==> src/rtl/cmgr_pkg.sv <==
package cmgr_pkg;

  localparam int ST_W = 2;

  typedef enum logic [ST_W-1:0] {
    CM_IDLE = 2'd0,
    CM_WAIT = 2'd1,
    CM_CONN = 2'd2
  } cm_state_e;

  typedef struct packed {
    logic conn_req;
    logic phy_dis;
    logic close_idle;
    logic hard_rst;
    logic open_rej;
    logic rej_retry;
    logic open_acc;
  } cm_evt_t;

  typedef struct packed {
    logic retry;
    logic unable;
    logic closed;
    logic abort;
    logic hr_up;
  } cm_out_t;

endpackage

==> src/rtl/cmgr_rst_sync.sv <==
module cmgr_rst_sync #(
  parameter int STAGES = 2
) (
  input  logic clk,
  input  logic rst_n,
  output logic rst_n_sync
);

  logic [STAGES-1:0] chain_q;

  // asserted at once, released after STAGES rising edges
  always_ff @(posedge clk or negedge rst_n) begin
    if (!rst_n) chain_q <= '0;
    else        chain_q <= {chain_q[STAGES-2:0], 1'b1};
  end

  assign rst_n_sync = chain_q[STAGES-1];

endmodule

==> src/rtl/cmgr_phy_fsm.sv <==
module cmgr_phy_fsm
  import cmgr_pkg::*;
(
  input  logic      clk,
  input  logic      rst_n,
  input  cm_evt_t   evt,
  output cm_state_e state_o,
  output cm_out_t   out_o
);

  cm_state_e st_q, st_d;
  cm_out_t   out_q, out_d;

  // next state and next pulses; hard reset outranks every other event
  always_comb begin
    st_d  = st_q;
    out_d = '0;
    if (evt.hard_rst) begin
      st_d        = CM_IDLE;
      out_d.abort = 1'b1;
      out_d.hr_up = 1'b1;
    end else begin
      case (st_q)
        CM_IDLE: begin
          if (evt.conn_req) st_d = CM_WAIT;
        end
        CM_WAIT: begin
          if (evt.phy_dis) begin
            st_d = CM_IDLE;
          end else if (evt.open_rej) begin
            st_d = CM_IDLE;
            if (evt.rej_retry) out_d.retry  = 1'b1;
            else               out_d.unable = 1'b1;
          end else if (evt.open_acc) begin
            st_d = CM_CONN;
          end
        end
        CM_CONN: begin
          if (evt.close_idle) begin
            st_d         = CM_IDLE;
            out_d.closed = 1'b1;
          end
        end
        default: st_d = CM_IDLE;
      endcase
    end
  end

  // registers: state and pulses update every cycle
  always_ff @(posedge clk or negedge rst_n) begin
    if (!rst_n) begin
      st_q  <= CM_IDLE;
      out_q <= '0;
    end else begin
      st_q  <= st_d;
      out_q <= out_d;
    end
  end

  assign state_o = st_q;
  assign out_o   = out_q;

  // hard reset from any state ends in Idle with abort and forward
  a_r7_hard_reset: assert property (@(posedge clk) disable iff (!rst_n)
    evt.hard_rst |=> (st_q == CM_IDLE && out_q.abort && out_q.hr_up &&
                      !out_q.retry && !out_q.unable && !out_q.closed));

  // request accepted in Idle
  a_r2_req_idle: assert property (@(posedge clk) disable iff (!rst_n)
    (st_q == CM_IDLE && evt.conn_req && !evt.hard_rst) |=> st_q == CM_WAIT);

  // phy disabled in Request-Wait returns silently
  a_r5_phy_dis: assert property (@(posedge clk) disable iff (!rst_n)
    (st_q == CM_WAIT && evt.phy_dis && !evt.hard_rst) |=>
      (st_q == CM_IDLE && out_q == '0));

  // retry / unable only leave Request-Wait
  a_r4_fail_src: assert property (@(posedge clk) disable iff (!rst_n)
    (out_q.retry || out_q.unable) |-> $past(st_q) == CM_WAIT);

  // closed message only leaves Connected
  a_r6_closed_src: assert property (@(posedge clk) disable iff (!rst_n)
    out_q.closed |-> $past(st_q) == CM_CONN);

  // one outbound message per cycle
  a_r8_one_msg: assert property (@(posedge clk) disable iff (!rst_n)
    $onehot0({out_q.retry, out_q.unable, out_q.closed, out_q.hr_up}));

endmodule

==> src/rtl/cmgr_top.sv <==
module cmgr_top
  import cmgr_pkg::*;
#(
  parameter int NUM_PHY = 2
) (
  input  logic                    clk,
  input  logic                    rst_n,
  input  logic [NUM_PHY-1:0]      conn_req,
  input  logic [NUM_PHY-1:0]      phy_dis,
  input  logic [NUM_PHY-1:0]      close_idle,
  input  logic [NUM_PHY-1:0]      hard_rst,
  input  logic [NUM_PHY-1:0]      open_rej,
  input  logic [NUM_PHY-1:0]      rej_retry,
  input  logic [NUM_PHY-1:0]      open_acc,
  output logic [NUM_PHY-1:0]      msg_retry,
  output logic [NUM_PHY-1:0]      msg_unable,
  output logic [NUM_PHY-1:0]      msg_closed,
  output logic [NUM_PHY-1:0]      abort_ops,
  output logic [NUM_PHY-1:0]      hr_up,
  output logic [NUM_PHY*ST_W-1:0] state_o
);

  logic rst_n_sync;

  cmgr_rst_sync #(.STAGES(2)) u_rst (
    .clk        (clk),
    .rst_n      (rst_n),
    .rst_n_sync (rst_n_sync)
  );

  for (genvar g = 0; g < NUM_PHY; g++) begin : g_phy
    cm_evt_t   evt;
    cm_out_t   pout;
    cm_state_e st;

    assign evt = '{conn_req:   conn_req[g],
                   phy_dis:    phy_dis[g],
                   close_idle: close_idle[g],
                   hard_rst:   hard_rst[g],
                   open_rej:   open_rej[g],
                   rej_retry:  rej_retry[g],
                   open_acc:   open_acc[g]};

    cmgr_phy_fsm u_fsm (
      .clk     (clk),
      .rst_n   (rst_n_sync),
      .evt     (evt),
      .state_o (st),
      .out_o   (pout)
    );

    assign msg_retry[g]              = pout.retry;
    assign msg_unable[g]             = pout.unable;
    assign msg_closed[g]             = pout.closed;
    assign abort_ops[g]              = pout.abort;
    assign hr_up[g]                  = pout.hr_up;
    assign state_o[g*ST_W +: ST_W]   = st;
  end

endmodule

==> config.mk <==
export PLATFORM = sky130hd
export DESIGN_NAME = cmgr_top
export DESIGN_NICKNAME = d
export VERILOG_FILES = /design/src/rtl/cmgr_pkg.sv /design/src/rtl/cmgr_rst_sync.sv /design/src/rtl/cmgr_phy_fsm.sv /design/src/rtl/cmgr_top.sv
export SDC_FILE = /design/constraint.sdc
export NUM_CORES = 1
export LEC_CHECK = 0
export BUFFER_PORTS_ARGS = -buffer_cell sky130_fd_sc_hd__buf_2
export CAP_MARGIN = 30
export CORE_MARGIN = 5
export CORE_UTILIZATION = 41
export CTS_CLUSTER_DIAMETER = 40
export DETAILED_ROUTE_END_ITERATION = 7
export PLACE_DENSITY_LB_ADDON = 0.1
export SKIP_CTS_REPAIR_TIMING = 1
export SYNTH_ARGS = -nofsm -noshare
export SYNTH_HDL_FRONTEND = slang
export SYNTH_SLANG_ARGS = --single-unit
==> constraint.sdc <==
create_clock -name clk -period 0.8 [get_ports clk]
set_input_delay 0.16 -clock clk [delete_from_list [all_inputs] [get_ports clk]]
set_output_delay 0.16 -clock clk [all_outputs]
set_load 0.01 [all_outputs]
# After elaboration in Yosys (flattened, before gate mapping)
# Index checks and enable logic that the tools add are counted.
classes:
  n_addsub: 0
  n_mux: 32
  bitwise: 0
  reduce_logical: 4
  n_lt_le_gt_ge: 0
  n_eq_ne: 10
  shift: 0
  div: 0
  mul: 0
op_table:
  columns: ["op", "n"]
  rows:
  - ["two-way mux 2 bit", 20]
  - ["!= test 3 bit (second input constant)", 4]
  - ["case mux 2 bit (3 select lines)", 2]
  - ["!= test 5 bit (second input constant)", 2]
  - ["two-way mux 1 bit", 8]
  - ["two-way mux 3 bit", 2]
  - ["AND reduction 3 bit", 2]
  - ["equality test 2 x 1 -> 1 bit (second input constant)", 2]
  - ["equality test 2 bit (second input constant)", 2]
  - ["logical NOT 2 bit", 2]
word_totals:
  n_memories: 0
  mem_bits_ro: 0
  latch_bits: 0
  out_inout_bits: 14
  wordCells: 59
  ramBits: 0
  register_bits: 16
  inputBits: 16

# Logic depth before layout (Yosys ltp)
# Gate-level depths: netlist (run 1).
depth:
  depth_word: 5
  ltp_mapped: 2

# Hierarchy
# A second synthesis (run 1) with hierarchy kept.
unflattened:
  hier_cells: 39
  area_unflattened_um2: 539.3
modules_own_cells:
  columns: ["mod", "area_each_um2", "seq_area_each_um2", "n_inst", "cells_per_inst"]
  rows:
  - ["cmgr_phy_fsm", 242.7, 150.1, 2, 18]
  - ["cmgr_rst_sync", 53.8, 50.0, 1, 3]

# Worst setup path after synthesis (run 1)
# No wires, ideal clock.
synth_timing:
  kind: "register -> register"
  from: "register g_phy[0].u_fsm.st_q[1]"
  to: "register g_phy[0].u_fsm.st_q[1]"
  n_path_buf: 0
  path_stages_with_launch: 3
  slack_ns: -0.472
  arrival_time_ns: 1.180
  required_ns: 0.708
  path_cell_list: "dfrtp_1 or4b_4 o31ai_2"
synth_via:
  elab_chain_len: 3
  elab_cells_between_ends: 9
synth_rtl:
  columns: ["element", "line", "rtl"]
  rows:
  - ["from (decl)", "cmgr_phy_fsm.sv:11", "cm_state_e st_q, st_d;"]
  - ["from (signal assigned)", "cmgr_phy_fsm.sv:55", "st_q <= st_d;"]
  - ["equality test 2 x 1 -> 1 bit, or another cell as far along", "cmgr_phy_fsm.sv:23", "case (st_q)"]
  - ["!= test 5 bit (no line), or another cell as far along", null, null]
  - ["AND reduction 3 bit (no line) or two-way mux 2 bit (tied branches)", null, null]
# Parallel ways exist; a longest one is shown, timed or not.
# A chain may end at the register's enable or synchronous reset.

# Worst setup path after layout (run 1)
layout_timing:
  from: "register g_phy[0].u_fsm.st_q[0]"
  to: "register g_phy[0].u_fsm.st_q[0]"
# The elaborated chain is that of the path after synthesis.

==> impl_metrics.py, run 1 <==
metrics = {
    "layout": {
        "register_area_um2": 350.3,
        "fin_cells": 96,
        "drive_above_1_share_pct": 71.60,
        "final_area_um2": 917.1,
        "num-nets-final": 98,
        "area_growth_pct": 66.97,
        "diodes": 0,
        "multi_input_comb_area_um2": 244.0,
        "fillers": 86,
    },
    "outcome": {
        "status": "finished with violations",
        "violations": "setup timing",
    },
    "timing": {
        "fin_ws_ps": -440.5,
        "fmax_ghz": 0.8061,
        "drv_slew": 0,
        "fin_hold_ws_ps": 56.44,
        "setup_viol": 24,
        "hold_viol": 0,
        "fin_crit_ps": 1241,
        "fin_crit_sh_pct": 155.1,
        "finalClockSkew_ps": 1.945,
        "rsz0062_at_grt": "yes",
    },
    "power_and_ir_drop": {
        "switchingPower_mw": 0.3431,
        "p_int_mw": 1.116,
        "p_leak_nw": 0.4773,
        "comb_power_share_pct": 14.3,
        "power_density_nw_per_um2": 1591,
        "clockPowerShare_pct": 34.4,
        "swShare_pct": 23.51,
        "vdd_drop_max_mv": 1.301,
        "share_seq_of_total_power_pct": 51.3,
        "total_power_mw": 1.459,
    },
    "clock_network": {
        "htreeDepth": 1,
        "tritoncts": "done",
        "cts_sinks": 14,
        "cts_buffers": 3,
        "clk_latency_ps": 270,
        "cts_root_buf": "clkbuf_4",
        "cts.path.max_buffers": 2,
        "path_clk_slew_ps": 90,
    },
    "critical_path": {
        "rr_startpoint": "g_phy[0].u_fsm.state_o[0]",
        "r2r_slack_ps": -440,
        "cp_data_arrival_time_ps": 1430,
        "crit_path_end_kind": "register",
        "timing.rr.end": "g_phy[0].u_fsm.state_o[0]",
        "crit_type": "reg -> reg",
        "crit_required_ps": 990,
        "ff2ff_path_depth": 3,
        "start_kind": "register",
        "cp_max_fo": 3,
    },
    "synth": {
        "synth_edf_count": 0,
        "synth_compound_area_share_pct": 10.02,
        "synth.most_common_cell": "dfrtp_1",
        "synth-seq-cells": 14,
        "ys_seq_area_share_pct": 63.78,
        "synthesis.area_um2": 549.3,
        "synth-adder-area-share_pct": 0,
        "synth-async-reset-ratio_pct": 100.0,
        "yosys_most_used_dff": "dfrtp_1",
        "synth_top_family_by_area": "simple AND/OR/NAND/NOR gates",
        "syn_area_per_cell_um2": 14.08,
        "synthSimpleGateAreaFrac_pct": 20.05,
        "synth_top_area_cell": "dfrtp_1",
        "yosysWarningCount": 0,
        "ys_types": 11,
        "netlist_top_cells_count": "14 x dfrtp_1, 4 x inv_1, 4 x nor3_1, 4 x o31ai_1, 4 x or4b_2",
        "synthXorXnorAreaFrac_pct": 0,
        "synth_fp_nets": 55,
        "synth_top_area_share_pct": 63.78,
        "ys_top_cells_by_area": "dfrtp_1 64%, or4b_2 7.3%, o31ai_1 5.5%",
        "netlist_instances": 39,
        "yosys-mux-area-fraction_pct": 0,
    },
    "worst_hold_path": {
        "whs_path_depth": 2,
        "worstHoldStart": "rej_retry[1]",
        "min_path_type": "in -> reg",
        "min_to": "g_phy[1].u_fsm.out_o[3]",
    },
    "placement": {
        "io_buffer_count": 29,
        "dpl_cell_area_um2": 769.5,
        "globalplace.congestion": 0.6970,
        "dpl.cell_count": 89,
        "hpwl_um": 1087,
        "preCtsSetupSlack_ps": -442.2,
    },
    "routing": {
        "dr_total_vias": 486,
        "drc": 0,
        "wl_per_cell_um": 15.46,
        "ant_nets": 0,
        "drt-total-wl_um": 1484,
        "first_iter_violations": 2,
        "drt_pass1_iterations": 2,
        "vias_per_cell": 5.063,
    },
    "floorplan": {
        "core.rowCount": 13,
        "fp.dieW_um": 46.60,
        "die_h_um": 46.60,
        "start_util_pct": 42.75,
        "die-area_um2": 2172,
        "core_um2": 1285,
        "io_pins": 30,
    },
    "global_route": {
        "grt_max_degree": 13,
        "grt_pass1_vias": 519,
        "grt_pass1_wl_um": 2277,
        "antenna_found_initial": 0,
        "grt-ovfl-total": 0,
        "grt_usage_pct": 15.77,
    },
    "run": {
        "maxCapViolations": 0,
    },
}
[worst max-delay path, stage by stage (launching register included)]
cell and delay (ps):
dfrtp_1 400, buf_4 150, or4b_4 540, o31ai_4 70
[layer usage]
metal | track usage, % | vias up | wire length [µm]
met4 | 10.80 | 0 | 8
met2 | 28.57 | 17 | 853
li1 | - | 227 | -
met3 | 4.688 | 2 | 92
met5 | 0 | - | 0
met1 | 14.81 | 240 | 529
[registers in the layout (all words and copies together) (netlist names)]
signal,count
u_rst.chain_q,2
g_phy.u_fsm.out_o,8
g_phy.u_fsm.state_o,4
[how the worst max path moves through the flow]
stage | slack, ps | from | to
after floorplan | -420 | g_phy[0].u_fsm.state_o[0] | g_phy[0].u_fsm.state_o[1]
after global placement | -430 | g_phy[1].u_fsm.state_o[0] | g_phy[1].u_fsm.state_o[0]
after CTS | -460 | g_phy[1].u_fsm.state_o[0] | g_phy[1].u_fsm.state_o[0]
final | -440 | g_phy[0].u_fsm.state_o[0] | g_phy[0].u_fsm.state_o[0]
after detailed placement | -440 | g_phy[1].u_fsm.state_o[0] | g_phy[1].u_fsm.state_o[0]
after global routing | -470 | g_phy[1].u_fsm.state_o[1] | g_phy[1].u_fsm.state_o[0]
[through the flow]
stage          utilization, %  TNS, ps
2_1_floorplan               -    -3011
3_3_place_gp            59.88    -3034
3_5_place_dp            59.88    -3342
4_1_cts                 62.71    -6488
5_1_grt                 71.37    -6779
6_report                71.37    -6022
[power by group through the flow]
stage          Sequential [mW]  Combinational [mW]  Clock (mW)
2_1_floorplan            0.769              0.0454           0
3_3_place_gp             0.763               0.148           0
3_5_place_dp             0.766               0.153           0
4_1_cts                  0.752               0.156       0.513
5_1_grt                  0.753               0.228       0.530
6_report                 0.748               0.209       0.502
[cell families after synthesis]
group                  after synthesis
buffers and inverters                6
DFF                                 14
other                                1
AOI/OAI and AO/OA                    6
and+or+nand+nor                     12
[cell usage in the layout (no fill, tap or decap)]
cell	netlist	final
buf_2	0	26
dfrtp_1	14	14
buf_4	2	9
or4b_4	2	5
inv_1	4	4
buf_6	0	4
o31ai_2	2	3
clkbuf_4	0	3
nor3_1	4	2
o31ai_4	0	2
nor3_4	0	1
nor4bb_4	0	1
and4bb_2	1	1
nor3_2	0	1
o31ai_1	4	1
or4b_2	4	1
clkbuf_8	0	1
dlygate4sd3_1	0	1
conb_1	1	1
[final cells by class]
class | instances | share of cell area, %
flip-flops and latches | 14 | 38.20
repair buffers | 40 | 27.56
multi-input cells | 19 | 26.60
clock buffers | 4 | 3.956
well taps | 15 | 2.046
inverters | 4 | 1.637
No activity file was read; power rests on OpenSTA's default activity.
==> run 2, diff against run 1 <==
- CORE_AREA: not set -> 5 5 42 44
- CORE_MARGIN: 5 -> not set
- CORE_UTILIZATION: 41 -> not set
- DIE_AREA: not set -> 0 0 47 49
- MAX_ROUTING_LAYER: not set -> met4
- SETUP_SLACK_MARGIN: not set -> 0.15
- clock period: 0.8 -> 1.5 ns (I/O delays scaled with it)
==> run 2 against run 1 <==
  * The run now ends clean
  * Die area increased by 6.1%
  * Largest cell class unchanged
  * Global-route usage decreased by 5.1 points
  * Via count decreased by 12%
  * Critical endpoint is now g_phy[0].u_fsm.state_o[1]
  * Maximum frequency decreased by 4.2%
==> impl_metrics.py, run 2 (same netlist as run 1, synthesis figures left out) <==
metrics = {
    "critical_path": {
        "cp_max_fo": 5,
        "crit_type": "reg -> reg",
        "cp_data_arrival_time_ps": 1480,
        "crit_path_end_kind": "register",
        "start_kind": "register",
        "crit_required_ps": 1680,
    },
    "clock_network": {
        "cts.path.max_buffers": 2,
        "path_clk_slew_ps": 80,
        "tritoncts": "done",
        "cts_sinks": 14,
        "clk_latency_ps": 270,
        "htreeDepth": 1,
        "cts_root_buf": "clkbuf_4",
        "cts_buffers": 3,
    },
    "power_and_ir_drop": {
        "p_leak_nw": 0.4013,
        "vdd_drop_max_mv": 0.4970,
        "power_density_nw_per_um2": 895.3,
        "p_int_mw": 0.5144,
        "swShare_pct": 22.30,
        "clockPowerShare_pct": 29.9,
        "total_power_mw": 0.6620,
        "comb_power_share_pct": 9.7,
        "switchingPower_mw": 0.1476,
        "share_seq_of_total_power_pct": 60.4,
    },
    "global_route": {
        "grt_usage_pct": 10.65,
        "grt_pass1_vias": 433,
        "antenna_found_initial": 0,
        "grt_pass1_wl_um": 1780,
        "grt_max_degree": 13,
        "grt-ovfl-total": 0,
    },
    "layout": {
        "fin_cells": 87,
        "fin_util_pct": 52.77,
        "final_common_cell": "buf_2",
        "area_growth_pct": 34.62,
        "diodes": 0,
        "fillers": 126,
        "register_area_um2": 350.3,
        "largest_register_ffs": 8,
        "multi_input_comb_area_um2": 168.9,
        "drive_above_1_share_pct": 59.15,
        "layout_common_cells": "29 x buf_2, 14 x dfrtp_1",
        "num-nets-final": 89,
        "final_area_um2": 739.5,
    },
    "placement": {
        "dpl.cell_count": 82,
        "preCtsSetupSlack_ps": 193.1,
        "globalplace.congestion": 0.6752,
        "io_buffer_count": 29,
        "hpwl_um": 880.6,
        "dpl_cell_area_um2": 699.4,
    },
    "timing": {
        "finalSetupTns_ps": 0,
        "fin_hold_ws_ps": 179.4,
        "rsz0062_at_grt": "no",
        "fin_crit_ps": 1295,
        "fin_ws_ps": 205.4,
        "fin_crit_sh_pct": 86.31,
        "hold_viol": 0,
        "drv_slew": 0,
        "setup_viol": 0,
        "fmax_ghz": 0.7724,
        "finalClockSkew_ps": 5.208,
    },
    "floorplan": {
        "io_pins": 30,
        "die-area_um2": 2303,
        "core.rowCount": 14,
        "die_h_um": 49,
        "core_um2": 1401,
        "fp.dieW_um": 47,
        "start_util_pct": 39.20,
    },
    "routing": {
        "highest_layer": "met3",
        "first_iter_violations": 6,
        "drc": 0,
        "dr_total_vias": 428,
        "drt-total-wl_um": 1049,
        "ant_nets": 0,
        "wl_met1_um": 418,
        "wl_per_cell_um": 12.06,
        "drt_pass1_iterations": 2,
        "met2_length_um": 530,
        "vias_per_cell": 4.920,
        "dr_wl_met3_um": 100,
    },
    "run": {
        "maxCapViolations": 0,
    },
    "outcome": {
        "status": "finished, final reports clean",
    },
    "worst_hold_path": {
        "min_path_type": "reg -> async",
    },
}
[run 2: worst paths after layout]
kind | start | end | slack (ps) | depth (start not counted)
max in group asynchronous | u_rst.chain_q[1] | g_phy[1].u_fsm.out_o[1] | 1010 | 0
worst max-delay path | g_phy[0].u_fsm.state_o[1] | g_phy[0].u_fsm.state_o[1] | 210 | 2
min in group clk | rej_retry[0] | g_phy[0].u_fsm.out_o[3] | 200 | 2
worst max register to register | g_phy[0].u_fsm.state_o[1] | g_phy[0].u_fsm.state_o[1] | 210 | 2
worst min register to register | u_rst.chain_q[1] | g_phy[0].u_fsm.state_o[1] | 180 | 0
worst min-delay path | u_rst.chain_q[1] | g_phy[0].u_fsm.state_o[1] | 180 | 0
[run 2: layer usage]
| metal | up-vias | global-route usage [%] |
|---|---|---|
| li1 | 208 | - |
| met1 | 205 | 12.96 |
| met2 | 15 | 16.06 |
| met3 | 0 | 3.321 |
| met4 | 0 | 4.147 |
| met5 | - | - |
[run 2: critical path, stage by stage, from the launching register on]
cell     delay [ps]
dfrtp_1         410
or4b_4          570
o31ai_2         220
[run 2: final cells by class]
| cell class | instances | share of cell area (%) |
|---|---|---|
| Inverter | 4 | 2.030 |
| Multi-Input combinational cell | 19 | 22.84 |
| Tap cell | 16 | 2.707 |
| Clock buffer | 3 | 3.046 |
| Sequential cell | 14 | 47.38 |
| Timing Repair Buffer | 31 | 22.00 |
[run 2: power by group through the flow]
| stage | sequential, mW | clock, mW | combinational, mW |
|---|---|---|---|
| 3_3_place_gp | 0.409 | 0 | 0.0625 |
| 2_1_floorplan | 0.410 | 0 | 0.0230 |
| 4_1_cts | 0.401 | 0.210 | 0.0627 |
| 6_report | 0.400 | 0.198 | 0.0643 |
| 5_1_grt | 0.404 | 0.231 | 0.0715 |
| 3_5_place_dp | 0.408 | 0 | 0.0626 |
==> run 3, diff against run 2 <==
--- a/config.mk
+++ b/config.mk
@@ -7,5 +7,5 @@
 export LEC_CHECK = 0
 export BUFFER_PORTS_ARGS = -buffer_cell sky130_fd_sc_hd__buf_2
-export CAP_MARGIN = 30
+export CAP_MARGIN = 25
 export CORE_AREA = 5 5 42 44
 export CTS_CLUSTER_DIAMETER = 40
==> constraint.sdc (replaced) <==
create_clock -name clk -period 1.5 [get_ports clk]
set_input_delay 0.3 -clock clk [delete_from_list [all_inputs] [get_ports clk]]
set_output_delay 0.3 -clock clk [all_outputs]
set_load 0.05 [all_outputs]
==> run 3 against run 2 <==
  * Utilization rose by 0.62 points
  * Highest routed layer unchanged
  * Maximum frequency rose by 1.4%
  * Cell count did not move
  * Worst setup slack improved by 18 ps
  * Critical path depth did not move
  * Combinational power rose by 56%
  * First-iteration DRC count did not move
  * Sequential power barely moved
  * Design area rose by 1.2%
  * Register-to-register slack improved by 20 ps
  * Via count fell by 1.6%
  * Largest power group unchanged
==> impl_metrics.py, run 3 (same netlist as run 1, synthesis figures left out) <==
metrics = {
    "run": {
        "maxCapViolations": 0,
    },
    "critical_path": {
        "slowest_stage": "or4b_4",
        "crit_required_ps": 1680,
        "r2r_slack_ps": 220,
        "cp_data_arrival_time_ps": 1460,
        "cp_max_fo": 5,
        "crit_family": "simple AND/OR/NAND/NOR gates",
        "crit_start": "g_phy[0].u_fsm.state_o[1]",
        "worstSetupPathDepth": 2,
        "ff2ff_path_depth": 2,
        "endpoint": "g_phy[0].u_fsm.state_o[1]",
        "crit_path_end_kind": "register",
        "cp_slowest_stage_delay_ps": 520,
        "rr_startpoint": "g_phy[0].u_fsm.state_o[1]",
        "crit_buf_inv": 0,
        "timing.rr.end": "g_phy[0].u_fsm.state_o[1]",
        "crit_type": "reg -> reg",
        "crit_chain": "or4b_4 -> o31ai_2",
        "start_kind": "register",
    },
    "outcome": {
        "status": "finished, final reports clean",
    },
    "layout": {
        "layout_common_cells": "29 x buf_2, 10 x dfrtp_1",
        "final_common_cell": "buf_2",
        "fin_cells": 87,
        "diodes": 0,
        "num-nets-final": 88,
        "drive_above_1_share_pct": 63.38,
        "largest_register_ffs": 8,
        "area_growth_pct": 36.22,
        "fillers": 141,
        "final_area_um2": 748.2,
    },
    "floorplan": {
        "core_um2": 1401,
        "die-area_um2": 2303,
        "io_pins": 30,
        "die_h_um": 49,
        "start_util_pct": 39.20,
        "core.rowCount": 14,
        "fp.dieW_um": 47,
    },
    "timing": {
        "fmax_ghz": 0.7835,
        "fin_crit_ps": 1276,
        "finalClockSkew_ps": 7.316,
        "drv_slew": 0,
        "hold_viol": 0,
        "setup_viol": 0,
        "fin_hold_ws_ps": 191.6,
        "fin_crit_sh_pct": 85.09,
        "rsz0062_at_grt": "no",
        "finalSetupTns_ps": 0,
        "fin_ws_ps": 223.6,
    },
    "global_route": {
        "grt_pass1_vias": 372,
        "grt_max_degree": 13,
        "antenna_found_initial": 0,
        "grt_usage_pct": 10.21,
        "grt-ovfl-total": 0,
        "grt_pass1_wl_um": 1656,
    },
    "power_and_ir_drop": {
        "p_leak_nw": 0.3942,
        "power_density_nw_per_um2": 952.4,
        "vdd_drop_max_mv": 0.5419,
    },
    "routing": {
        "drt_pass1_iterations": 2,
        "dr_total_vias": 421,
        "wl_per_cell_um": 12.74,
        "drt-total-wl_um": 1108,
        "ant_nets": 0,
        "drc": 0,
        "vias_per_cell": 4.839,
        "first_iter_violations": 6,
    },
    "placement": {
        "dpl.cell_count": 82,
        "hpwl_um": 905.2,
        "globalplace.congestion": 0.6961,
        "io_buffer_count": 29,
        "dpl_cell_area_um2": 711.9,
        "preCtsSetupSlack_ps": 163.9,
    },
    "clock_network": {
        "tritoncts": "done",
        "htreeDepth": 1,
        "cts_sinks": 14,
        "cts.path.max_buffers": 2,
        "path_clk_slew_ps": 80,
        "cts_root_buf": "clkbuf_4",
        "clk_latency_ps": 270,
        "cts_buffers": 3,
    },
    "worst_hold_path": {
        "min_path_type": "reg -> async",
    },
}
## run 3: changes by cell type in the layout (fill, tap and decap cells not counted), sizes merged
cell    change
clkbuf      +1
buf         -1
## run 3: layer usage
metal	global-route usage, %	wire length [µm]
met2	13.35	569
met4	4.147	0
met1	13.46	434
met3	4.797	104
met5	-	0
## run 3: area by class of cell
cell class / count / area (µm²) / share of cell area [%]
multi-input cells: 19 / 176.4 / 23.58
flip-flops and latches: 14 / 355.3 / 47.49
well taps: 16 / 20.02 / 2.676
clock buffers: 4 / 26.28 / 3.512
repair buffers: 30 / 155.1 / 20.74
inverters: 4 / 15.01 / 2.007
## run 3: per-stage QoR
stage	power (mW)	utilization (%)
after floorplan	0.4684	-
after global placement	0.5069	50.80
after detailed placement	0.5085	50.80
after CTS	0.7224	52.68
after global routing	0.7577	53.39
final	0.7126	53.39
## run 3: how the worst min path moves through the flow
stage                                          to  cells past startpoint  slack, ps              from
final                     g_phy[1].u_fsm.out_o[3]                      0        190  u_rst.chain_q[1]
after global routing      g_phy[1].u_fsm.out_o[3]                      2        180      rej_retry[1]
after CTS                        u_rst.chain_q[1]                      1       -210             rst_n
after detailed placement         u_rst.chain_q[0]                      1         90             rst_n
after global placement           u_rst.chain_q[0]                      1         90             rst_n
after floorplan                  u_rst.chain_q[0]                      0          4             rst_n
## run 3: where the power goes
part | leakage (nW) | internal, mW | switching (mW)
clock network | 0.0150 | 0.103 | 0.108
registers | 0.178 | 0.388 | 0.0127
logic | 0.201 | 0.0351 | 0.0650
total | 0.394 | 0.526 | 0.186
